<file path="src/rtl/mbox_pkg.sv">
package mbox_pkg;

    // Byte offsets of the four halfwords (big-endian: high half first).
    localparam int OFS_IN_HI  = 0;
    localparam int OFS_IN_LO  = 2;
    localparam int OFS_OUT_HI = 4;
    localparam int OFS_OUT_LO = 6;

    typedef enum logic [2:0] {
        RSEL_NONE,
        RSEL_IN_HI,
        RSEL_IN_LO,
        RSEL_OUT_HI,
        RSEL_OUT_LO
    } rsel_e;

    typedef struct packed {
        logic  wr_in_hi;
        logic  wr_in_lo;
        logic  rd_out_lo;
        rsel_e rsel;
    } strobe_t;

endpackage

</file>
<file path="src/rtl/mbox_regdec.sv">
module mbox_regdec
    import mbox_pkg::*;
#(
    parameter int ADDR_W = 3
) (
    input  logic              sel,
    input  logic              wr,
    input  logic [ADDR_W-1:0] addr,
    output strobe_t           stb
);

    always_comb begin
        stb = '0;
        stb.rsel = RSEL_NONE;
        if (sel) begin
            if (addr == ADDR_W'(OFS_IN_HI)) begin
                stb.wr_in_hi = wr;
                stb.rsel     = RSEL_IN_HI;
            end else if (addr == ADDR_W'(OFS_IN_LO)) begin
                stb.wr_in_lo = wr;
                stb.rsel     = RSEL_IN_LO;
            end else if (addr == ADDR_W'(OFS_OUT_HI)) begin
                stb.rsel     = RSEL_OUT_HI;
            end else if (addr == ADDR_W'(OFS_OUT_LO)) begin
                stb.rd_out_lo = !wr;
                stb.rsel      = RSEL_OUT_LO;
            end
        end
    end

endmodule

</file>
<file path="src/rtl/mbox_inbound.sv">
module mbox_inbound #(
    parameter int HALF_W = 16
) (
    input  logic              clk,
    input  logic              rst_n,
    input  logic              wr_hi,
    input  logic              wr_lo,
    input  logic [HALF_W-1:0] wdata,
    input  logic              take,
    output logic              valid,
    output logic [2*HALF_W-2:0] msg,
    output logic [HALF_W-1:0] rd_hi,
    output logic [HALF_W-1:0] rd_lo
);

    localparam int PAY_W = 2*HALF_W - 1;

    typedef struct packed {
        logic              flag;
        logic [PAY_W-1:0]  msg;
        logic [HALF_W-1:0] stage_lo;
    } in_state_t;

    in_state_t st_d, st_q;

    always_comb begin
        st_d = st_q;
        if (wr_lo)
            st_d.stage_lo = wdata;
        if (take && st_q.flag)
            st_d.flag = 1'b0;
        if (wr_hi) begin
            st_d.flag = wdata[HALF_W-1];
            st_d.msg  = {wdata[HALF_W-2:0], st_q.stage_lo};
        end
    end

    always_ff @(posedge clk) begin
        if (!rst_n) st_q <= '0;
        else        st_q <= st_d;
    end

    assign valid = st_q.flag;
    assign msg   = st_q.msg;
    assign rd_hi = {st_q.flag, st_q.msg[PAY_W-1:HALF_W]};
    assign rd_lo = st_q.stage_lo;

    // a take of pending mail clears the flag unless a new message lands
    p_take_clears_r5: assert property (@(posedge clk) disable iff (!rst_n)
        (take && valid && !wr_hi) |=> !valid);
    // the flag follows bit 15 of a high-halfword write
    p_publish_flag_r3: assert property (@(posedge clk) disable iff (!rst_n)
        wr_hi |=> (valid == $past(wdata[HALF_W-1])));
    // the payload seen by the coprocessor moves only on a high write
    p_payload_hold_r3: assert property (@(posedge clk) disable iff (!rst_n)
        !wr_hi |=> $stable(msg));
    // the flag never sets without a high write
    p_no_self_set_r3: assert property (@(posedge clk) disable iff (!rst_n)
        (!valid && !wr_hi) |=> !valid);

endmodule

</file>
<file path="src/rtl/mbox_outbound.sv">
module mbox_outbound #(
    parameter int HALF_W = 16
) (
    input  logic                clk,
    input  logic                rst_n,
    input  logic                post,
    input  logic [2*HALF_W-2:0] post_data,
    input  logic                rd_lo,
    output logic                full,
    output logic [2*HALF_W-2:0] msg,
    output logic                irq,
    output logic                overrun
);

    localparam int PAY_W = 2*HALF_W - 1;

    typedef struct packed {
        logic             flag;
        logic [PAY_W-1:0] msg;
        logic             irq;
        logic             ovr;
    } out_state_t;

    out_state_t st_d, st_q;

    always_comb begin
        st_d = st_q;
        if (rd_lo)
            st_d.flag = 1'b0;
        if (post) begin
            st_d.msg  = post_data;
            st_d.flag = 1'b1;
            if (st_q.flag && !rd_lo)
                st_d.ovr = 1'b1;
        end
        st_d.irq = st_d.flag && !st_q.flag;
    end

    always_ff @(posedge clk) begin
        if (!rst_n) st_q <= '0;
        else        st_q <= st_d;
    end

    assign full    = st_q.flag;
    assign msg     = st_q.msg;
    assign irq     = st_q.irq;
    assign overrun = st_q.ovr;

    // a post always leaves mail pending
    p_post_sets_r7: assert property (@(posedge clk) disable iff (!rst_n)
        post |=> full);
    // reading the low half without a new post consumes the mail
    p_read_clears_r8: assert property (@(posedge clk) disable iff (!rst_n)
        (rd_lo && !post) |=> !full);
    // the interrupt is a single-cycle pulse
    p_irq_single_r9: assert property (@(posedge clk) disable iff (!rst_n)
        irq |=> !irq);
    // the interrupt marks a 0-to-1 change of the flag
    p_irq_edge_r9: assert property (@(posedge clk) disable iff (!rst_n)
        irq |-> (full && !$past(full)));
    // overrun is sticky
    p_overrun_sticky_r10: assert property (@(posedge clk) disable iff (!rst_n)
        overrun |=> overrun);

endmodule

</file>
<file path="src/rtl/mbox_top.sv">
module mbox_top
    import mbox_pkg::*;
#(
    parameter int ADDR_W = 3,
    parameter int HALF_W = 16
) (
    input  logic                clk,
    input  logic                rst_n,
    input  logic                bus_sel,
    input  logic                bus_wr,
    input  logic [ADDR_W-1:0]   bus_addr,
    input  logic [HALF_W-1:0]   bus_wdata,
    output logic [HALF_W-1:0]   bus_rdata,
    output logic                cp_in_valid,
    output logic [2*HALF_W-2:0] cp_in_data,
    input  logic                cp_in_take,
    input  logic                cp_out_post,
    input  logic [2*HALF_W-2:0] cp_out_data,
    output logic                cp_out_full,
    output logic                out_irq,
    output logic                out_overrun
);

    localparam int PAY_W = 2*HALF_W - 1;

    strobe_t            stb;
    logic [HALF_W-1:0]  in_rd_hi, in_rd_lo;
    logic [PAY_W-1:0]   out_msg;

    mbox_regdec #(.ADDR_W(ADDR_W)) u_dec (
        .sel  (bus_sel),
        .wr   (bus_wr),
        .addr (bus_addr),
        .stb  (stb)
    );

    mbox_inbound #(.HALF_W(HALF_W)) u_in (
        .clk   (clk),
        .rst_n (rst_n),
        .wr_hi (stb.wr_in_hi),
        .wr_lo (stb.wr_in_lo),
        .wdata (bus_wdata),
        .take  (cp_in_take),
        .valid (cp_in_valid),
        .msg   (cp_in_data),
        .rd_hi (in_rd_hi),
        .rd_lo (in_rd_lo)
    );

    mbox_outbound #(.HALF_W(HALF_W)) u_out (
        .clk       (clk),
        .rst_n     (rst_n),
        .post      (cp_out_post),
        .post_data (cp_out_data),
        .rd_lo     (stb.rd_out_lo),
        .full      (cp_out_full),
        .msg       (out_msg),
        .irq       (out_irq),
        .overrun   (out_overrun)
    );

    always_comb begin
        unique case (stb.rsel)
            RSEL_IN_HI:  bus_rdata = in_rd_hi;
            RSEL_IN_LO:  bus_rdata = in_rd_lo;
            RSEL_OUT_HI: bus_rdata = {cp_out_full, out_msg[PAY_W-1:HALF_W]};
            RSEL_OUT_LO: bus_rdata = out_msg[HALF_W-1:0];
            default:     bus_rdata = '0;
        endcase
    end

    // nothing is driven onto the read bus without an access
    p_idle_rdata_r2: assert property (@(posedge clk) disable iff (!rst_n)
        !bus_sel |-> (bus_rdata == '0));

endmodule

</file>
<file path="config.mk">
export PLATFORM = sky130hd
export DESIGN_NAME = mbox_top
export DESIGN_NICKNAME = d
export VERILOG_FILES = /design/src/rtl/mbox_pkg.sv /design/src/rtl/mbox_regdec.sv /design/src/rtl/mbox_inbound.sv /design/src/rtl/mbox_outbound.sv /design/src/rtl/mbox_top.sv
export SDC_FILE = /design/constraint.sdc
export NUM_CORES = 1
export LEC_CHECK = 0
export ABC_AREA = 1
export BUFFER_PORTS_ARGS = -buffer_cell sky130_fd_sc_hd__buf_2
export CAP_MARGIN = 20
export CELL_PAD_IN_SITES_DETAIL_PLACEMENT = 1
export CELL_PAD_IN_SITES_GLOBAL_PLACEMENT = 2
export CORE_AREA = 2 2 92 182
export CTS_BUF_LIST = sky130_fd_sc_hd__clkbuf_8 sky130_fd_sc_hd__clkbuf_16
export CTS_CLUSTER_DIAMETER = 120
export CTS_CLUSTER_SIZE = 28
export DETAILED_ROUTE_END_ITERATION = 16
export DIE_AREA = 0 0 94 184
export PLACE_DENSITY = 0.73
export RECOVER_POWER = 50
export SLEW_MARGIN = 20
export SYNTH_ARGS = -nofsm -noshare
export SYNTH_HDL_FRONTEND = slang
export SYNTH_SLANG_ARGS = --single-unit
</file>
<file path="constraint.sdc">
create_clock -name clk -period 1 [get_ports clk]
set_clock_uncertainty 0.15 [all_clocks]
set_input_delay 0.1 -clock clk [delete_from_list [all_inputs] [get_ports clk]]
set_output_delay 0.1 -clock clk [all_outputs]
set_load 0.02 [all_outputs]
</file>
==> impl_metrics.yaml <==
status:
  status: "finished with violations"
  failed_checks: "setup timing"
worst_setup_path:
  crit_arrival_ps: 1100
  crit_required_ps: 750
  crit_path_start_kind: "flip-flop"
  path_max_fanout: 2
  critPathKind: "flip-flop to output port"
  end_kind: "output port"
finish:
  fill_cells: 1987
  fin_nets: 849
  utilization: 0.408
  multi_input_area_sq_um: 1770
  diodes: 0
  finalInstanceArea_sq_um: 6470
  drive_gt1_frac: 0.378
  area_delta_synth_final_pct: 72.9
  ff_latch_area_sq_um: 1720
  final_cell_count_no_fill: 999
global_routing:
  antenna_found_initial: 0
  grt_pass1_wl_um: 22300
  grt_max_degree: 45
  grt.overflow.total: 0
  grt_pass1_vias: 4552
  grt_use_total: 0.164
sta:
  rsz0062_at_grt: "true"
  relSlewSlack: 0.850
  hold_violations: 0
  worst_pin_slew_ps: 224
  holdWs_ps: 60.9
  fin_crit_ps: 1350
  post-route-period-util: 1.35
  fin_ws_ps: -351
  drv_slew: 0
  setup-tns-final_ps: -8530
  max_freq_mhz: 740
  setup-violations-final: 64
routing:
  firstDrtPassIters: 4
  drtAntennaViolNets: 0
  routed_wl_um: 14100
  viasPerCell: 4.26
  dr_total_vias: 4252
  wl_per_cell_um: 14.1
  detail_route.iter0.violations: 98
  drc: 0
floorplanning:
  coreArea_sq_um: 15900
  fp.dieArea_sq_um: 17300
  initial_utilization: 0.236
  ios: 107
  fp.dieH_um: 184
  row_count: 65
  die_w_um: 94
placed_design:
  place_area_sq_um: 4860
  io_buffers: 106
  gp_congestion: 0.834
  hpwl_um: 10100
  place_ws_ps: -314
  dp.cells: 902
logic_synthesis:
  synth_top_area_cell: "dfxtp_1"
  netlist-cell-type-count: 19
  ys_top_cells_by_area: "dfxtp_1 (44%), nand2_1 (15%), nor2_1 (14%)"
  synth_seq_cells: 82
  syn_nets: 641
  ys_warn_count: 0
  synth_area_sq_um: 3740
  synth.avg_cell_area_sq_um: 6.39
  seq_area_frac_synth: 0.439
  netlist_instances: 585
  synth_top_area_frac: 0.439
min_path:
  hold_class: "input pin to flip-flop"
power_and_ir_drop:
  peakVddDrop_mv: 0.697
  cellPowerDensity_nw_per_um2: 1220
  p_leak_nw: 3.22
  p_total_mw: 7.90
cts:
  cts_root_buf: "clkbuf_16"
  clk_pin_slew_ps: 70
  worstSkewPairLatency_ps: 340
  htreeDepth: 3
  cts_buffers: 9
  cts_tree: "done"
  clock_sinks: 82
  clockBufferDepth: 2
run:
  cap_violations: 0
sequential cells by signal, summed over array words and instances, names as in the netlist:
name           flops
u_out.irq          1
u_in.msg          31
u_out.overrun      1
u_in.rd_lo        16
u_out.msg         31
u_out.full         1
u_in.valid         1
report_power, final:
group,internal (mW),switching (mW),total [mW]
clock network,1.83,1.39,3.22
logic,0.591,0.590,1.18
registers,3.41,0.0899,3.50
total,5.83,2.07,7.90
cell usage in the layout, fill, tap and decap left out, types with 9 or more instances in the layout:
cell and instances:
nand2_1 134, nand3_2 15, nand3_1 19, dlygate4sd3_1 48, clkbuf_16 9, buf_2 49
buf_4 47, nand2_2 19, o21ai_0 31, buf_6 67, dfxtp_2 53, nand4_1 16
nor2_1 142, dfxtp_1 27, inv_2 9, buf_12 12, inv_1 76
synth_stat cells:
cell type,number
nand3b_1,1
nor2_8,1
nor2_1,144
dfxtp_1,82
clkbuf_1,12
inv_1,84
nand3_4,1
nor2_4,3
o21ai_0,31
nand3_2,1
buf_4,2
nand2_1,153
nand2_2,1
nor2_2,1
buf_1,5
inv_2,2
nand4_1,16
buf_2,12
nand3_1,33
final timing paths:
| path | end | start | slack, ps | depth (start not counted) |
|---|---|---|---|---|
| setup / recovery | bus_rdata[15] | u_in.valid | -350 | 3 |
| hold / removal | u_out.msg[23] | rst_n | 60 | 4 |
| setup reg to reg | u_in.msg[25] | u_in.msg[25] | -130 | 7 |
| hold reg to reg | u_out.overrun | u_out.overrun | 310 | 2 |
cell type report:
type,count,share of cell area
Tap cell,201,0.0389
Clock buffer,11,0.0391
Inverter,86,0.0503
Clock inverter,5,0.00600
Timing Repair Buffer,228,0.326
Sequential cell,82,0.265
Multi-Input combinational cell,386,0.274
cell families after synthesis:
family / count (synthesis) / synth area share
flops: 82 / 0.439
compound gates: 31 / 0.0415
buf+inv: 117 / 0.123
simple gates: 355 / 0.396
worst max-delay path, stage by stage (launching register included):
cell and delay [ps]:
dfxtp_2 340, nand3_2 70, nand4_1 150, buf_4 200
timing repair:
item | CTS | global route
pin swaps | 38 | 24
setup endpoints to repair | 51 | 55
hold buffers | 48 | 0
endpoints found under the hold margin | 63 | 0
setup buffers | 21 | 18
resized for setup | 180 | 52
layer usage:
layer	part of all wire	up-vias	GRT usage
met1	0.41	1987	0.181
li1	-	2164	-
met4	0.029	0	0.0696
met3	0.025	23	0.0283
met2	0.53	78	0.303
met5	0	-	0
Note: power is estimated with default switching activity, not from simulation.
